$ cat config.mk
export PLATFORM = sky130hd
export DESIGN_NAME = mdio_master
export DESIGN_NICKNAME = d
export VERILOG_FILES = /design/src/rtl/mdio_master_pkg.sv /design/src/rtl/mdio_mdc_gen.sv /design/src/rtl/mdio_frame_engine.sv /design/src/rtl/mdio_req_seq.sv /design/src/rtl/mdio_pad_drv.sv /design/src/rtl/mdio_master.sv
export SDC_FILE = /design/constraint.sdc
export NUM_CORES = 1
export LEC_CHECK = 0
export ABC_AREA = 0
export BUFFER_PORTS_ARGS = -buffer_cell sky130_fd_sc_hd__buf_2
export CAP_MARGIN = 0
export CORE_MARGIN = 8
export CORE_UTILIZATION = 62
export DETAILED_ROUTE_END_ITERATION = 10
export GPL_ROUTABILITY_DRIVEN = 0
export PLACE_DENSITY = 0.92
export RECOVER_POWER = 25
export SYNTH_ARGS = -nofsm -noshare
export SYNTH_HDL_FRONTEND = slang
export SYNTH_SLANG_ARGS = --single-unit
$ cat constraint.sdc
create_clock -name clk_i -period 3.59 [get_ports clk_i]
set_input_delay 0.359 -clock clk_i [delete_from_list [all_inputs] [get_ports clk_i]]
set_output_delay 0.359 -clock clk_i [all_outputs]
set_load 0.02 [all_outputs]
$ cat src/rtl/mdio_master_pkg.sv
package mdio_master_pkg;

   localparam int PHY_W   = 5;
   localparam int REG_W   = 5;
   localparam int DATA_W  = 16;
   localparam int XADDR_W = 21;
   localparam int NPHY    = 1 << PHY_W;

   // Frame field codes
   localparam logic [1:0] ST_C22    = 2'b01;
   localparam logic [1:0] ST_C45    = 2'b00;
   localparam logic [1:0] OP22_RD   = 2'b10;
   localparam logic [1:0] OP22_WR   = 2'b01;
   localparam logic [1:0] OP45_ADR  = 2'b00;
   localparam logic [1:0] OP45_RD   = 2'b11;
   localparam logic [1:0] OP45_WR   = 2'b01;
   localparam logic [1:0] TA_DRIVEN = 2'b10;

   typedef enum logic [2:0] {
      EN_IDLE,
      EN_TX,
      EN_TA,
      EN_RX,
      EN_TAIL,
      EN_FLUSH
   } eng_state_t;

   typedef enum logic [1:0] {
      SQ_IDLE,
      SQ_ADDR,
      SQ_ACC
   } seq_state_t;

   // One frame as handed from sequencer to frame engine
   typedef struct packed {
      logic [1:0]        st;
      logic [1:0]        op;
      logic [PHY_W-1:0]  phy;
      logic [REG_W-1:0]  regad;
      logic [DATA_W-1:0] data;
      logic              rd;
      logic              ta_skip;
   } frame_req_t;

endpackage

$ cat src/rtl/mdio_mdc_gen.sv
module mdio_mdc_gen #(
   parameter int HALF_CYC = 50
) (
   input  logic clk_i,
   input  logic rst_ni,
   input  logic run_i,
   output logic mdc_o,
   output logic rise_o,
   output logic fall_o
);

   localparam int CW = (HALF_CYC > 1) ? $clog2(HALF_CYC) : 1;
   localparam logic [CW-1:0] LAST = CW'(HALF_CYC - 1);

   logic [CW-1:0] cnt_q;
   logic          wrap;

   assign wrap   = run_i && (cnt_q == LAST);
   assign rise_o = wrap && !mdc_o;
   assign fall_o = wrap && mdc_o;

   always_ff @(posedge clk_i or negedge rst_ni) begin
      if (!rst_ni) begin
         cnt_q <= '0;
         mdc_o <= 1'b0;
      end else if (!run_i) begin
         cnt_q <= '0;
         mdc_o <= 1'b0;
      end else if (wrap) begin
         cnt_q <= '0;
         mdc_o <= ~mdc_o;
      end else begin
         cnt_q <= cnt_q + 1'b1;
      end
   end

   // Independent length measurement of the high half
   int high_len_q;
   always_ff @(posedge clk_i or negedge rst_ni) begin
      if (!rst_ni) high_len_q <= 0;
      else         high_len_q <= mdc_o ? high_len_q + 1 : 0;
   end

   AST_HIGH_HALF_LEN: assert property (@(posedge clk_i) disable iff (!rst_ni)
      $fell(mdc_o) |-> high_len_q == HALF_CYC);

endmodule

$ cat src/rtl/mdio_frame_engine.sv
module mdio_frame_engine
   import mdio_master_pkg::*;
#(
   parameter int PRE_LEN   = 32,
   parameter int FLUSH_LEN = 32
) (
   input  logic              clk_i,
   input  logic              rst_ni,
   input  logic              go_i,
   input  frame_req_t        req_i,
   input  logic              fall_i,
   input  logic              mdio_i,
   output logic              run_o,
   output logic              oe_o,
   output logic              bit_o,
   output logic              done_o,
   output logic [DATA_W-1:0] rdata_o,
   output logic              ta_err_o
);

   localparam int HDR_W  = 2 + 2 + PHY_W + REG_W;
   localparam int TX_W   = PRE_LEN + HDR_W + 2 + DATA_W;
   localparam int CNT_MAX = (TX_W > FLUSH_LEN) ? TX_W : FLUSH_LEN;
   localparam int CNT_W  = $clog2(CNT_MAX + 1);
   localparam logic [CNT_W-1:0] RD_LAST = CNT_W'(PRE_LEN + HDR_W - 1);
   localparam logic [CNT_W-1:0] WR_LAST = CNT_W'(TX_W - 1);
   localparam logic [CNT_W-1:0] RX_LAST = CNT_W'(DATA_W - 1);
   localparam logic [CNT_W-1:0] FL_LAST = CNT_W'(FLUSH_LEN - 1);

   eng_state_t        state_q;
   logic [TX_W-1:0]   tx_q;
   logic [CNT_W-1:0]  cnt_q;
   logic [CNT_W-1:0]  last_q;
   logic [DATA_W-1:0] rx_q;
   logic              err_q, oe_q, run_q, done_q, rd_q, skip_q;

   always_ff @(posedge clk_i or negedge rst_ni) begin
      if (!rst_ni) begin
         state_q <= EN_IDLE;
         tx_q    <= '0;
         cnt_q   <= '0;
         last_q  <= '0;
         rx_q    <= '0;
         err_q   <= 1'b0;
         oe_q    <= 1'b0;
         run_q   <= 1'b0;
         done_q  <= 1'b0;
         rd_q    <= 1'b0;
         skip_q  <= 1'b0;
      end else begin
         done_q <= 1'b0;
         unique case (state_q)
            EN_IDLE: begin
               if (go_i) begin
                  tx_q    <= {{PRE_LEN{1'b1}}, req_i.st, req_i.op, req_i.phy,
                              req_i.regad, TA_DRIVEN, req_i.data};
                  cnt_q   <= '0;
                  last_q  <= req_i.rd ? RD_LAST : WR_LAST;
                  rd_q    <= req_i.rd;
                  skip_q  <= req_i.ta_skip;
                  rx_q    <= '0;
                  err_q   <= 1'b0;
                  oe_q    <= 1'b1;
                  run_q   <= 1'b1;
                  state_q <= EN_TX;
               end
            end
            EN_TX: begin
               if (fall_i) begin
                  tx_q <= tx_q << 1;
                  if (cnt_q == last_q) begin
                     cnt_q   <= '0;
                     oe_q    <= 1'b0;
                     state_q <= rd_q ? EN_TA : EN_TAIL;
                  end else begin
                     cnt_q <= cnt_q + 1'b1;
                  end
               end
            end
            EN_TA: begin
               if (fall_i) begin
                  cnt_q <= '0;
                  if (!mdio_i || skip_q) begin
                     state_q <= EN_RX;
                  end else begin
                     err_q   <= 1'b1;
                     rx_q    <= '1;
                     state_q <= EN_FLUSH;
                  end
               end
            end
            EN_RX: begin
               if (fall_i) begin
                  rx_q <= {rx_q[DATA_W-2:0], mdio_i};
                  if (cnt_q == RX_LAST) begin
                     cnt_q   <= '0;
                     state_q <= EN_TAIL;
                  end else begin
                     cnt_q <= cnt_q + 1'b1;
                  end
               end
            end
            EN_TAIL: begin
               if (fall_i) begin
                  run_q   <= 1'b0;
                  done_q  <= 1'b1;
                  state_q <= EN_IDLE;
               end
            end
            EN_FLUSH: begin
               if (fall_i) begin
                  if (cnt_q == FL_LAST) begin
                     cnt_q   <= '0;
                     run_q   <= 1'b0;
                     done_q  <= 1'b1;
                     state_q <= EN_IDLE;
                  end else begin
                     cnt_q <= cnt_q + 1'b1;
                  end
               end
            end
            default: state_q <= EN_IDLE;
         endcase
      end
   end

   assign run_o    = run_q;
   assign oe_o     = oe_q;
   assign bit_o    = tx_q[TX_W-1];
   assign done_o   = done_q;
   assign rdata_o  = rx_q;
   assign ta_err_o = err_q;

   AST_FLUSH_ALL_ONES: assert property (@(posedge clk_i) disable iff (!rst_ni)
      done_q && err_q |-> rx_q == '1);

   AST_OE_WITHIN_RUN: assert property (@(posedge clk_i) disable iff (!rst_ni)
      oe_q |-> run_q);

   AST_TX_MOVES_ON_FALL: assert property (@(posedge clk_i) disable iff (!rst_ni)
      !$stable(tx_q[TX_W-1]) |-> $past(fall_i) || $past(state_q == EN_IDLE));

   AST_TA_RELEASED: assert property (@(posedge clk_i) disable iff (!rst_ni)
      state_q == EN_TA |-> !oe_q);

endmodule

$ cat src/rtl/mdio_req_seq.sv
module mdio_req_seq
   import mdio_master_pkg::*;
(
   input  logic               clk_i,
   input  logic               rst_ni,
   input  logic               start_i,
   input  logic               read_i,
   input  logic               c45_i,
   input  logic [PHY_W-1:0]   phy_i,
   input  logic [XADDR_W-1:0] addr_i,
   input  logic [DATA_W-1:0]  wdata_i,
   input  logic [NPHY-1:0]    ign_mask_i,
   input  logic               frame_done_i,
   input  logic [DATA_W-1:0]  frame_rdata_i,
   input  logic               frame_err_i,
   output logic               go_o,
   output frame_req_t         req_o,
   output logic               busy_o,
   output logic               done_o,
   output logic [DATA_W-1:0]  rdata_o,
   output logic               ta_err_o
);

   seq_state_t        state_q;
   frame_req_t        req_q;
   logic              go_q, busy_q, done_q, err_q, rd_q;
   logic [DATA_W-1:0] wd_q, rdata_q;
   logic              skip;

   assign skip = ign_mask_i[phy_i];

   always_ff @(posedge clk_i or negedge rst_ni) begin
      if (!rst_ni) begin
         state_q <= SQ_IDLE;
         req_q   <= '0;
         go_q    <= 1'b0;
         busy_q  <= 1'b0;
         done_q  <= 1'b0;
         err_q   <= 1'b0;
         rd_q    <= 1'b0;
         wd_q    <= '0;
         rdata_q <= '0;
      end else begin
         go_q   <= 1'b0;
         done_q <= 1'b0;
         unique case (state_q)
            SQ_IDLE: begin
               if (start_i) begin
                  busy_q <= 1'b1;
                  go_q   <= 1'b1;
                  rd_q   <= read_i;
                  wd_q   <= wdata_i;
                  if (c45_i) begin
                     req_q <= '{st: ST_C45, op: OP45_ADR, phy: phy_i,
                                regad: addr_i[XADDR_W-1:DATA_W],
                                data: addr_i[DATA_W-1:0], rd: 1'b0, ta_skip: skip};
                     state_q <= SQ_ADDR;
                  end else begin
                     req_q <= '{st: ST_C22, op: (read_i ? OP22_RD : OP22_WR),
                                phy: phy_i, regad: addr_i[REG_W-1:0],
                                data: wdata_i, rd: read_i, ta_skip: skip};
                     state_q <= SQ_ACC;
                  end
               end
            end
            SQ_ADDR: begin
               if (frame_done_i) begin
                  go_q       <= 1'b1;
                  req_q.op   <= rd_q ? OP45_RD : OP45_WR;
                  req_q.data <= wd_q;
                  req_q.rd   <= rd_q;
                  state_q    <= SQ_ACC;
               end
            end
            SQ_ACC: begin
               if (frame_done_i) begin
                  done_q  <= 1'b1;
                  busy_q  <= 1'b0;
                  rdata_q <= frame_rdata_i;
                  err_q   <= frame_err_i;
                  state_q <= SQ_IDLE;
               end
            end
            default: state_q <= SQ_IDLE;
         endcase
      end
   end

   assign go_o     = go_q;
   assign req_o    = req_q;
   assign busy_o   = busy_q;
   assign done_o   = done_q;
   assign rdata_o  = rdata_q;
   assign ta_err_o = err_q;

   AST_DONE_SINGLE: assert property (@(posedge clk_i) disable iff (!rst_ni)
      done_q |=> !done_q);

   AST_BUSY_FROM_START: assert property (@(posedge clk_i) disable iff (!rst_ni)
      $rose(busy_q) |-> $past(start_i));

   AST_DONE_ENDS_BUSY: assert property (@(posedge clk_i) disable iff (!rst_ni)
      done_q |-> !busy_q && $past(busy_q));

endmodule

$ cat src/rtl/mdio_pad_drv.sv
module mdio_pad_drv #(
   parameter bit PULLUP_OUT = 1'b1
) (
   input  logic oe_i,
   input  logic bit_i,
   output logic mdio_o,
   output logic mdio_oe_o
);

   assign mdio_oe_o = oe_i;

   generate
      if (PULLUP_OUT) begin : g_pullup
         assign mdio_o = oe_i ? bit_i : 1'b1;
      end else begin : g_plain
         assign mdio_o = oe_i & bit_i;
      end
   endgenerate

endmodule

$ cat src/rtl/mdio_master.sv
module mdio_master
   import mdio_master_pkg::*;
#(
   parameter int HALF_CYC   = 50,
   parameter int PRE_LEN    = 32,
   parameter int FLUSH_LEN  = 32,
   parameter bit PULLUP_OUT = 1'b1
) (
   input  logic               clk_i,
   input  logic               rst_ni,
   input  logic               start_i,
   input  logic               read_i,
   input  logic               c45_i,
   input  logic [4:0]         phy_addr_i,
   input  logic [20:0]        reg_addr_i,
   input  logic [15:0]        wdata_i,
   input  logic [31:0]        ta_ignore_mask_i,
   input  logic               mdio_i,
   output logic               mdc_o,
   output logic               mdio_o,
   output logic               mdio_oe_o,
   output logic               busy_o,
   output logic               done_o,
   output logic [15:0]        rdata_o,
   output logic               ta_err_o
);

   generate
      if (HALF_CYC < 2) begin : g_bad_half
         $error("HALF_CYC must be at least 2");
      end
      if (PRE_LEN < 1) begin : g_bad_pre
         $error("PRE_LEN must be at least 1");
      end
      if (FLUSH_LEN < 1) begin : g_bad_flush
         $error("FLUSH_LEN must be at least 1");
      end
   endgenerate

   frame_req_t        req;
   logic              go, run, rise, fall, oe, tx_bit;
   logic              f_done, f_err;
   logic [DATA_W-1:0] f_rdata;

   mdio_req_seq u_seq (
      .clk_i         (clk_i),
      .rst_ni        (rst_ni),
      .start_i       (start_i),
      .read_i        (read_i),
      .c45_i         (c45_i),
      .phy_i         (phy_addr_i),
      .addr_i        (reg_addr_i),
      .wdata_i       (wdata_i),
      .ign_mask_i    (ta_ignore_mask_i),
      .frame_done_i  (f_done),
      .frame_rdata_i (f_rdata),
      .frame_err_i   (f_err),
      .go_o          (go),
      .req_o         (req),
      .busy_o        (busy_o),
      .done_o        (done_o),
      .rdata_o       (rdata_o),
      .ta_err_o      (ta_err_o)
   );

   mdio_frame_engine #(
      .PRE_LEN   (PRE_LEN),
      .FLUSH_LEN (FLUSH_LEN)
   ) u_eng (
      .clk_i    (clk_i),
      .rst_ni   (rst_ni),
      .go_i     (go),
      .req_i    (req),
      .fall_i   (fall),
      .mdio_i   (mdio_i),
      .run_o    (run),
      .oe_o     (oe),
      .bit_o    (tx_bit),
      .done_o   (f_done),
      .rdata_o  (f_rdata),
      .ta_err_o (f_err)
   );

   mdio_mdc_gen #(
      .HALF_CYC (HALF_CYC)
   ) u_clk (
      .clk_i  (clk_i),
      .rst_ni (rst_ni),
      .run_i  (run),
      .mdc_o  (mdc_o),
      .rise_o (rise),
      .fall_o (fall)
   );

   mdio_pad_drv #(
      .PULLUP_OUT (PULLUP_OUT)
   ) u_pad (
      .oe_i      (oe),
      .bit_i     (tx_bit),
      .mdio_o    (mdio_o),
      .mdio_oe_o (mdio_oe_o)
   );

   AST_IDLE_QUIET: assert property (@(posedge clk_i) disable iff (!rst_ni)
      !busy_o |-> !mdc_o && !mdio_oe_o);

   AST_HELD_AT_RISE: assert property (@(posedge clk_i) disable iff (!rst_ni)
      rise |=> $stable(mdio_o));

   AST_RELEASED_HIGH: assert property (@(posedge clk_i) disable iff (!rst_ni)
      !mdio_oe_o |-> (mdio_o || !PULLUP_OUT));

endmodule

# Word-level counts from Yosys, hierarchy flattened
# Cells that the tools add are included.
[totals] regBits=180 input_bits=80 output_inout_bits=22
[op_classes] addsub=2 magnitude_cmp=1 eq_ne=25 mux=73 n_bitwise=1 reduce_logical=26
[ops] cell="$mux W64" n=2
[ops] cell="$pmux W64 S2" n=1
[ops] cell="$mux W16" n=4
[ops] cell="$mux W7" n=8
[ops] cell="$pmux W16 S3" n=1
[ops] cell="$pmux W7 S5" n=1
[ops] cell="$pmux W17 S2" n=1
[ops] cell="$mux W3" n=11
[ops] cell="$mux W31" n=1
[ops] cell="$mux W30" n=1
[ops] cell="$mux W1" n=21
[ops] cell="$pmux W3 S6" n=1
[ops] cell="$mux W17" n=1
[ops] cell="$ne A2 B2 Y1 const B" n=8
[ops] cell="$mux W2" n=7
[ops] cell="$mux W6" n=2
[ops] cell="$ne A2 B1 Y1 const B" n=6
[ops] cell="$reduce_and A3 Y1" n=4
[ops] cell="$pmux W1 S2" n=5
[ops] cell="$reduce_and A5 Y1" n=2
[ops] cell="$reduce_and A9 Y1" n=1
[ops] cell="$reduce_and A4 Y1" n=2
[ops] cell="$reduce_bool A2 Y1" n=4
[ops] cell="$add A7 B1 Y7 const B" n=1
[ops] cell="other kinds (26)" n=32

# Longest topological paths before layout
# Gate-level depths: netlist of run 1.
[depth] depth_word=5 depth_mapped=10 ltp_nobuf=7

# Modules after synthesis
# From an unflattened synthesis of run 1, not the netlist that was laid out.
[unflattened] cells_unflattened=858 area_unflattened_um2=8044.0
[by_module_without_submodules] mod="mdio_frame_engine" n_inst=1 cells_per_inst=482 area_each_um2=4416.7
[by_module_without_submodules] mod="mdio_req_seq" n_inst=1 cells_per_inst=343 area_each_um2=3254.4
[by_module_without_submodules] mod="mdio_mdc_gen" n_inst=1 cells_per_inst=31 area_each_um2=359.1
[by_module_without_submodules] mod="mdio_pad_drv" n_inst=1 cells_per_inst=2 area_each_um2=13.8

# Least setup slack after synthesis of run 1
# OpenSTA, ideal clock, no wires.
[synth_path] kind="reg2reg" from="reg u_eng.cnt_q[4]" to="reg u_eng.state_q[0]" setup_ps=125 t_arrival_ps=1963 t_required_ps=3465 path_slack_ps=1502 stages_incl_launch_ff=7 path_buffers=1 cell_sequence="dfrtp_1 buf_6 or3_4 a221oi_4 a311oi_4 nor4_4 mux2_4"
[synth_via] elab_chain_len=3
[synth_lines] item="start, declared" line="mdio_frame_engine.sv:32" source="logic [CNT_W-1:0] cnt_q;"
[synth_lines] item="start signal, assigned" line="mdio_frame_engine.sv:76" source="cnt_q <= cnt_q + 1'b1;"
[synth_lines] item="start signal, assigned" line="mdio_frame_engine.sv:99" source="cnt_q <= cnt_q + 1'b1;"
[synth_lines] item="start signal, assigned" line="mdio_frame_engine.sv:118" source="cnt_q <= cnt_q + 1'b1;"
[synth_lines] item="$eq A7 B5 Y1, or another cell as far along" line="mdio_frame_engine.sv:112" source="if (cnt_q == FL_LAST) begin"
[synth_lines] item="$ne A2 B1 Y1 (no source line)"
[synth_lines] item="$reduce_and A9 Y1 (no source line) *"
[synth_lines] item="end signal, assigned" line="mdio_frame_engine.sv:74" source="state_q <= rd_q ? EN_TA : EN_TAIL;"
[synth_lines] item="end, declared" line="mdio_frame_engine.sv:30" source="eng_state_t state_q;"
# Mark *: on every way between the ends. The rest lies on a longest branch, timed or not.
# A chain may end at the register's enable or synchronous reset.

# Final worst setup path of run 1
[layout_path] from="reg u_clk.cnt_q[1]" to="reg u_eng.rx_q[15] (netlist: u_eng.rdata_o[15])"
[layout_via] elab_chain_len=5
[layout_lines] item="start, declared" line="mdio_mdc_gen.sv:15" source="logic [CW-1:0] cnt_q;"
[layout_lines] item="start signal, assigned" line="mdio_mdc_gen.sv:33" source="cnt_q <= cnt_q + 1'b1;"
[layout_lines] item="$eq A6 B6 Y1 *" line="mdio_mdc_gen.sv:18" source="assign wrap = run_i && (cnt_q == LAST);"
[layout_lines] item="$logic_and A1 B1 Y1 *" line="mdio_mdc_gen.sv:18"
[layout_lines] item="$logic_and A1 B1 Y1 *" line="mdio_mdc_gen.sv:20" source="assign fall_o = wrap && mdc_o;"
[layout_lines] item="$ne A2 B2 Y1 (no source line)"
[layout_lines] item="$reduce_and A5 Y1 (no source line) *"
[layout_lines] item="end signal, assigned" line="mdio_frame_engine.sv:94" source="rx_q <= {rx_q[DATA_W-2:0], mdio_i};"
[layout_lines] item="end, declared" line="mdio_frame_engine.sv:34" source="logic [DATA_W-1:0] rx_q;"
# Marks and branches as above.

==> impl_metrics.py, run 1 <==
metrics = {
    "run_status": {
        "run_status": "finished with violations",
        "violations": "capacitance limit, slew limit",
    },
    "finish": {
        "area_delta_synth_final_pct": 15.2,
        "nNetsFinal": 881,
        "drive_gt1_share_pct": 24.2,
        "final_common_cell": "dfrtp_1",
        "diodes": 0,
        "final_cell_mix": "dfrtp_1, nand2_1, buf_2, nor2_1, mux2i_1",
    },
    "sta": {
        "fmax_mhz": 404,
        "fin_crit_sh_pct": 68.9,
        "fin_skew_ns": 0.00674,
        "rsz0062_at_grt": "no",
        "maxSlewHeadroom_pct": -37.4,
        "whs_ns": 0.176,
        "tns_ns": 0,
        "final.min_clock_period_ns": 2.47,
        "finalSetupViolations": 0,
        "hold_viol": 0,
        "drv_slew": 84,
        "worstMarginPinSlew_ns": 2.06,
    },
    "logic_synthesis": {
        "synth_area_per_cell_um2": 11.0,
        "synthArstFlopShare_pct": 100,
        "synth_edf_count": 0,
        "ys_types": 53,
        "ys.flop_type": "dfrtp_1",
        "ys_seq_area_share_pct": 55.4,
        "ys_ff_latch": 174,
        "ys.warnings.count": 0,
        "syn-cell-area_mm2": 0.00786,
        "yosysTopAreaCell": "dfrtp_1",
        "synth_top_cell_area_share_pct": 55.4,
        "synth_nets": 794,
        "synth_area_leaders": "dfrtp_1, mux2i_1, mux2_2",
        "netlist_instances": 711,
    },
    "die": {
        "start_util_pct": 62.8,
        "dieArea_mm2": 0.0165,
        "die_w_um": 129,
        "rows": 41,
        "fp.coreArea_mm2": 0.0125,
        "io_pins": 102,
        "dieHeight_um": 129,
    },
    "pwr": {
        "leakagePower_nw": 4.39,
        "power_frac_clock_pct": 36.5,
        "power.switching_mw": 1.21,
        "power_frac_seq_pct": 49.6,
        "internal_power_mw": 3.66,
        "p_comb_share_pct": 13.9,
        "power.density_mw_per_mm2": 537,
        "swShare_pct": 24.8,
        "ir_worst_vdd_mv": 0.339,
    },
    "clocking": {
        "clk_pin_slew_ns": 0.06,
        "cts-hold-fix-buffers": 0,
        "cts_buffers": 17,
        "cts_setup_buffers": 0,
        "clkLatencyLatePin_ns": 0.43,
        "cts_resized": 0,
        "clockBufferDepth": 2,
        "h-tree-depth": 4,
        "clock-root-buffer": "clkbuf_16",
        "cts_tree": "done",
        "cts_sinks": 174,
    },
    "drt": {
        "vias": 5762,
        "drtAntennaViolNets": 0,
        "via_per_inst": 5.87,
        "drt_first_iter_violations": 594,
        "remaining_drc_errors": 0,
        "wl_um": 17200,
        "wl_per_cell_um": 17.5,
        "dr.pass1.iters": 5,
    },
    "critical_path": {
        "crit_path_cell_trace": "inv_1 -> ha_1 -> and4b_1 -> and4_1 -> o211ai_1 -> a21o_1 -> mux2i_1",
        "crit_type": "reg2reg",
        "rrSetupSlack_ns": 1.12,
        "max_stage_delay_ns": 0.69,
        "crit_fanout": 16,
        "worst_setup_path_end_kind": "register",
        "crit_arrival_ns": 2.80,
        "crit_path_start_kind": "register",
        "cp.required_ns": 3.92,
        "crit_slowest_cell": "a21o_1",
    },
    "placement": {
        "hpwl_um": 11600,
        "portBuffers": 101,
    },
    "worst_hold_path": {
        "hold_path.class": "in2reg",
    },
    "global_routing": {
        "grt_overflow": 0,
        "antenna_found_initial": 0,
        "grt_pass1_vias": 6025,
        "grt_max_degree": 85,
        "grt_pass1_wl_um": 29100,
        "grt_use_total_pct": 22.1,
    },
    "run": {
        "maxCapViolCount": 1,
    },
}
-- path summary, 6_finish.rpt --
| path | startpoint | to | depth (start not counted) |
|---|---|---|---|
| worst max-delay path | u_clk.cnt_q[1] | u_eng.rdata_o[15] | 7 |
| worst min-delay path | wdata_i[14] | u_seq.wd_q[14] | 2 |
| worst max register to register | u_clk.cnt_q[1] | u_eng.rdata_o[15] | 7 |
| worst min register to register | u_seq.rdata_o[6] | u_seq.rdata_o[6] | 2 |
| max in group asynchronous | rst_ni | u_seq.wd_q[11] | 2 |
| min in group asynchronous | rst_ni | u_eng.rdata_o[12] | 1 |
-- synth_stat cells, types with 10 or more instances --
master    instances
o21ai_0          28
a221oi_1         18
nand2_1         110
mux2_2           39
mux2i_1          52
o21ai_1          11
clkbuf_1         26
o22a_1           33
buf_2            10
a21oi_1          33
dfrtp_1         174
nor2_1           61
inv_1            23
-- logic make-up (layout without fill, tap and decap cells) --
family          after synthesis  in the layout  synth area share, %
compound gates              148            148                 13.3
flops                       174            174                 55.4
xor+xnor                      5              5                0.557
fa+ha+maj                     3              3                0.478
buf+inv                      68            166                 3.69
simple gates                213            213                 11.9
mux                         100            100                 14.7
-- worst max-delay path, delay by kind of cell (launching register included) --
kind	cells	cell delay (ns)
DFF	1	0.39
AOI/OAI and AO/OA	2	0.86
buffers and inverters	1	0.08
adders and majority gates	1	0.18
muxes	1	0.30
and+or+nand+nor	2	0.57
-- power by group through the flow --
stage / Combinational [mW] / Clock (mW) / Sequential [mW]
2_1_floorplan: 0.480 / 0 / 2.38
3_3_place_gp: 0.615 / 0 / 2.42
3_5_place_dp: 0.663 / 0 / 2.44
4_1_cts: 0.683 / 1.81 / 2.40
5_1_grt: 0.755 / 1.89 / 2.45
6_report: 0.676 / 1.78 / 2.41
-- cell type report --
class / count / area, um^2
sequential: 174 / 4350
fill: 840 / 3470
multi-input combinational: 469 / 3230
timing repair buffer: 110 / 584
clock buffer: 24 / 482
tap: 172 / 215
inverter: 26 / 97.6
clock inverter: 6 / 85.1
-- per-layer routing --
layer,share of wire [%],global-route usage [%],wire (um)
met3,5.9,5.50,1020
met1,42,27.8,7250
met2,50,35.9,8570
met5,0,0,0
met4,1.9,9.33,321
-- registers in the layout, summed over array words and instances (netlist names) --
register and cells:
u_seq.done_o 1, u_eng.oe_o 1, u_seq.rdata_o 16, u_seq.ta_err_o 1
u_seq.state_q 2, u_eng.rd_q 1, u_eng.ta_err_o 1, u_seq.rd_q 1
u_eng.state_q 3, u_clk.mdc_o 1, u_eng.tx_q 64, u_eng.done_o 1
u_seq.go_o 1, u_seq.req_o 30, u_eng.cnt_q 7, u_seq.busy_o 1
u_clk.cnt_q 6, u_eng.run_o 1, u_seq.wd_q 16, u_eng.rdata_o 16
u_eng.skip_q 1, u_eng.last_q 2
-- stage by stage --
stage                     power [mW]  util [%]  instances  instance area, um^2  setup WS [ns]
final                           4.86      72.3        981                 9050           1.12
after floorplan                 2.86         -        711                 7860           1.50
after global placement          3.03      67.8        951                 8490           1.29
after global routing            5.09      72.3        981                 9050          0.969
after detailed placement        3.10      67.8        951                 8490           1.15
after CTS                       4.89      72.3        981                 9050           1.12
No activity file was read; power rests on OpenSTA's default activity.
==> inputs of run 2 (changes only) <==
--- a/config.mk
+++ b/config.mk
@@ -9,10 +9,10 @@
 export BUFFER_PORTS_ARGS = -buffer_cell sky130_fd_sc_hd__buf_2
 export CAP_MARGIN = 0
 export CORE_MARGIN = 8
-export CORE_UTILIZATION = 62
+export CORE_UTILIZATION = 58
 export DETAILED_ROUTE_END_ITERATION = 10
 export GPL_ROUTABILITY_DRIVEN = 0
-export PLACE_DENSITY = 0.92
+export PLACE_DENSITY = 0.87
 export RECOVER_POWER = 25
 export SYNTH_ARGS = -nofsm -noshare
 export SYNTH_HDL_FRONTEND = slang
==> constraint.sdc (replaced) <==
create_clock -name clk_i -period 2.5 [get_ports clk_i]
set_input_delay 0.25 -clock clk_i [delete_from_list [all_inputs] [get_ports clk_i]]
set_output_delay 0.25 -clock clk_i [all_outputs]
set_load 0.02 [all_outputs]
==> run 2 against run 1 <==
The flow now finishes without violations. Die area rose by 6.0%. Sequential cell count stayed put. Highest routed layer unchanged. Final area up 1.0%. Maximum frequency up 11%. First-iteration DRC count fell by 22%. Count of clock-buffer cells in the layout decreased by 2.
==> impl_metrics.py, run 2 (synthesized netlist as in run 1, its figures left out) <==
metrics = {
    "critical_path": {
        "r2r_start": "u_eng.cnt_q[4]",
        "cp-startpoint": "u_eng.cnt_q[4]",
        "cp_num_buf_inv": 0,
        "worst_setup_path_end_kind": "register",
        "cp_top_family": "simple AND/OR/NAND/NOR gates",
        "max_stage_delay_ns": 0.47,
        "crit_path_cell_trace": "or3_4 -> a221oi_4 -> a311oi_4 -> nor4_4 -> mux2_4",
        "crit_slowest_cell": "dfrtp_1",
        "crit_path_start_kind": "register",
        "crit_fanout": 10,
        "crit_type": "reg2reg",
        "crit_arrival_ns": 2.53,
        "cp.required_ns": 2.81,
    },
    "drt": {
        "drtAntennaViolNets": 0,
        "wl_um": 16600,
        "top_layer": "met4",
        "route.met3.wl_um": 970,
        "drt_first_iter_violations": 464,
        "dr.pass1.iters": 5,
        "remaining_drc_errors": 0,
        "wl_met2_um": 7810,
        "wl_per_cell_um": 16.7,
        "vias": 5751,
        "m1WireLength_um": 7580,
        "via_per_inst": 5.77,
    },
    "finish": {
        "final_cell_mix": "dfrtp_1, nand2_1, buf_2, nor2_1, mux2i_1",
        "drive_gt1_share_pct": 25.6,
        "fillers": 956,
        "diodes": 0,
        "regMostFlops": "u_eng.tx_q",
        "nNetsFinal": 893,
        "area_delta_synth_final_pct": 16.3,
        "largest_reg_flops": 64,
        "final_common_cell": "dfrtp_1",
    },
    "sta": {
        "final.min_clock_period_ns": 2.23,
        "hold_viol": 0,
        "worstMarginPinSlew_ns": 1.35,
        "maxSlewHeadroom_pct": 10.3,
        "fin_skew_ns": 0.00560,
        "tns_ns": 0,
        "fmax_mhz": 449,
        "rsz0062_at_grt": "no",
        "finalSetupViolations": 0,
        "whs_ns": 0.0671,
        "drv_slew": 0,
        "fin_crit_sh_pct": 89.2,
    },
    "global_routing": {
        "grt_max_degree": 58,
        "grt_use_total_pct": 19.7,
        "grt_pass1_vias": 5904,
        "grt_overflow": 0,
        "grt_pass1_wl_um": 28400,
        "antenna_found_initial": 0,
    },
    "run_status": {
        "run_status": "finished clean",
    },
    "clocking": {
        "clk_pin_slew_ns": 0.06,
        "clock-root-buffer": "clkbuf_16",
        "cts_tree": "done",
        "clkLatencyLatePin_ns": 0.42,
        "cts_sinks": 174,
        "cts_buffers": 17,
        "clockBufferDepth": 2,
        "cts_setup_buffers": 0,
        "h-tree-depth": 4,
    },
    "placement": {
        "hpwl_um": 11100,
        "portBuffers": 101,
    },
    "die": {
        "io_pins": 102,
        "dieArea_mm2": 0.0175,
        "start_util_pct": 59.3,
        "dieHeight_um": 132,
        "die_w_um": 132,
        "fp.coreArea_mm2": 0.0132,
        "rows": 42,
    },
    "pwr": {
        "power.density_mw_per_mm2": 751,
        "ir_worst_vdd_mv": 0.537,
        "leakagePower_nw": 4.46,
    },
    "worst_hold_path": {
        "hold_start": "wdata_i[5]",
        "hold_path.class": "in2reg",
    },
    "run": {
        "maxCapViolCount": 0,
    },
}
==> run 2: report_power, final <==
group / leakage [nW] / switching [mW] / internal [mW] / total [mW]
sequential: 2.23 / 0.232 / 3.22 / 3.45
clock: 0.277 / 1.01 / 1.45 / 2.46
combinational: 1.96 / 0.460 / 0.498 / 0.958
==> run 2: path summary, 6_finish.rpt <==
check / end / slack (ns) / cells after the start
worst min-delay path: u_seq.wd_q[5] / 0.07 / 2
worst max-delay path: u_eng.state_q[0] / 0.27 / 5
worst max register to register: u_eng.state_q[0] / 0.27 / 5
min in group asynchronous: u_seq.rdata_o[12] / 0.67 / 2
worst min register to register: u_seq.rdata_o[5] / 0.47 / 2
max in group asynchronous: u_eng.tx_q[6] / 0.56 / 3
==> run 2: cell type report <==
class                      instances  area [um^2]  area share, %
timing repair buffer             122          691           7.56
sequential                       174         4350           47.6
tap                              176          220           2.41
clock inverter                     7         63.8          0.698
inverter                          26         97.6           1.07
multi-input combinational        469         3230           35.3
clock buffer                      22          484           5.30
==> run 2: metrics by stage <==
step,setup slack (ns),cells,utilization [%],area (um^2),power [mW]
after global routing,0.198,996,69.0,9140,7.19
final,0.271,996,69.0,9140,6.87
after detailed placement,0.317,966,64.9,8600,4.44
after CTS,0.304,996,69.2,9160,6.92
after global placement,0.386,966,64.9,8600,4.36
after floorplan,0.412,711,-,7860,4.11
==> run 2: timing repair <==
action / in CTS / in global routing
hold endpoints to repair: 49 / 0
resized for setup: 0 / 0
hold buffers: 1 / 0
==> run 2: per-layer routing <==
layer	track usage (%)	vias up
met5	0	-
met4	7.00	0
met3	5.75	25
met2	30.9	203
met1	25.6	2823
li1	-	2700
==> inputs of run 3 (changes only) <==
--- a/config.mk
+++ b/config.mk
@@ -12,7 +12,7 @@
 export CORE_UTILIZATION = 58
 export DETAILED_ROUTE_END_ITERATION = 10
 export GPL_ROUTABILITY_DRIVEN = 0
-export PLACE_DENSITY = 0.87
+export PLACE_DENSITY_LB_ADDON = 0.08
 export RECOVER_POWER = 25
 export SYNTH_ARGS = -nofsm -noshare
 export SYNTH_HDL_FRONTEND = slang
==> run 3 against run 2 <==
The run now ends with capacitance limit, slew limit left. Sequential power is essentially flat. Hold slack lost 0.0034 ns. Maximum frequency shrank 3.4%. Sequential cell count is the same. Core utilization is essentially flat. Non-clock buffer count shrank 5.
==> impl_metrics.py, run 3 (synthesized netlist as in run 1, its figures left out) <==
metrics = {
    "sta": {
        "fin_skew_ns": 0.00627,
        "hold_viol": 0,
        "drv_slew": 68,
        "worstMarginPinSlew_ns": 1.65,
        "tns_ns": 0,
        "final.min_clock_period_ns": 2.31,
        "rsz0062_at_grt": "no",
        "fin_crit_sh_pct": 92.3,
        "finalSetupViolations": 0,
        "fmax_mhz": 433,
        "maxSlewHeadroom_pct": -10.1,
        "whs_ns": 0.0637,
    },
    "placement": {
        "portBuffers": 101,
        "dp_cells": 961,
        "dpl_cell_area_mm2": 0.00858,
        "hpwl_um": 11000,
    },
    "finish": {
        "fin_area_mm2": 0.00914,
        "final_cell_mix": "dfrtp_1, nand2_1, buf_2, nor2_1, mux2i_1",
        "final_common_cell": "dfrtp_1",
        "regMostFlops": "u_eng.tx_q",
        "drive_gt1_share_pct": 24.6,
        "diodes": 0,
        "largest_reg_flops": 64,
        "area_delta_synth_final_pct": 16.3,
        "fin_cells": 994,
        "nNetsFinal": 888,
    },
    "critical_path": {
        "worst_setup_path_end_kind": "register",
        "cp.required_ns": 2.84,
        "crit_type": "reg2reg",
        "crit_arrival_ns": 2.65,
        "crit_fanout": 16,
        "worst-r2r-cell-count": 6,
        "crit_path_start_kind": "register",
        "crit_slowest_cell": "a21o_1",
        "max_stage_delay_ns": 0.69,
        "crit_path_cell_trace": "ha_1 -> and4b_1 -> and4_1 -> o211ai_1 -> a21o_1 -> mux2i_1",
    },
    "global_routing": {
        "antenna_found_initial": 0,
        "grt_pass1_wl_um": 27600,
        "grt_pass1_vias": 5941,
        "grt_use_total_pct": 19.1,
        "grt_overflow": 0,
        "grt_max_degree": 68,
    },
    "die": {
        "io_pins": 102,
        "start_util_pct": 59.3,
        "rows": 42,
        "dieArea_mm2": 0.0175,
        "die_w_um": 132,
        "fp.coreArea_mm2": 0.0132,
        "dieHeight_um": 132,
    },
    "drt": {
        "remaining_drc_errors": 0,
        "via_per_inst": 5.69,
        "dr.pass1.iters": 5,
        "vias": 5659,
        "drtAntennaViolNets": 0,
        "drt_first_iter_violations": 426,
        "wl_per_cell_um": 16.1,
        "wl_um": 16000,
    },
    "run": {
        "maxCapViolCount": 1,
    },
    "clocking": {
        "cts_tree": "done",
        "cts_sinks": 174,
        "h-tree-depth": 4,
        "clock-root-buffer": "clkbuf_16",
        "clkLatencyLatePin_ns": 0.43,
        "clockBufferDepth": 2,
        "clk_pin_slew_ns": 0.07,
        "cts_buffers": 17,
        "cts_resized": 0,
    },
    "worst_hold_path": {
        "min_delay_path_depth": 2,
        "hold_path.class": "in2reg",
    },
    "pwr": {
        "ir_worst_vdd_mv": 0.433,
        "power.density_mw_per_mm2": 763,
        "leakagePower_nw": 4.41,
    },
    "run_status": {
        "run_status": "finished with violations",
        "violations": "capacitance limit, slew limit",
    },
}
-- run 3: metrics by stage --
stage / setup WS [ns] / power (mW) / util (%)
floorplan: 0.412 / 4.11 / -
global placement: 0.288 / 4.36 / 64.8
detailed placement: 0.184 / 4.43 / 64.8
CTS: 0.172 / 7.04 / 69.3
global route: 0.00972 / 7.34 / 69.0
finish: 0.193 / 6.98 / 69.0
-- run 3: area by class of cell --
class / count / area, um^2
Sequential cell: 174 / 4350
Fill cell: 997 / 4100
Clock inverter: 14 / 156
Tap cell: 176 / 220
Inverter: 26 / 97.6
Clock buffer: 18 / 429
Timing Repair Buffer: 117 / 652
Multi-Input combinational cell: 469 / 3230
-- run 3: repair_timing --
action / in CTS / in global routing
endpoints found under the setup margin: 0 / 0
hold endpoints to repair: 65 / 0
buffers inserted: 0 / 0
hold buffers: 1 / 0
-- run 3: path summary, 6_finish.rpt --
kind / from / endpoint / slack (ns)
worst max-delay path: u_clk.cnt_q[0] / u_eng.rdata_o[5] / 0.19
worst min-delay path: wdata_i[13] / u_seq.wd_q[13] / 0.06
worst max register to register: u_clk.cnt_q[0] / u_eng.rdata_o[5] / 0.19
worst min register to register: u_seq.rdata_o[13] / u_seq.rdata_o[13] / 0.47
max in group asynchronous: rst_ni / u_eng.tx_q[1] / 0.49
min in group asynchronous: rst_ni / u_seq.rdata_o[11] / 0.78
-- run 3: report_power, final --
part / internal [mW] / switching, mW
combinational: 0.493 / 0.433
sequential: 3.22 / 0.220
clock: 1.49 / 1.12
total: 5.20 / 1.78
-- run 3: worst max-delay path: cells and delay by family (launching register included) --
family	cells	cell delay, ns
and+or+nand+nor	2	0.50
muxes	1	0.27
adders and majority gates	1	0.20
AOI/OAI and AO/OA	2	0.83
DFF	1	0.41
-- run 3: routing by layer --
metal	track usage, %	vias up	share of wire, %
li1	-	2699	-
met2	30.5	152	47
met1	24.4	2784	46
met3	5.37	24	5.7
met4	6.75	0	1.6
met5	0	-	0
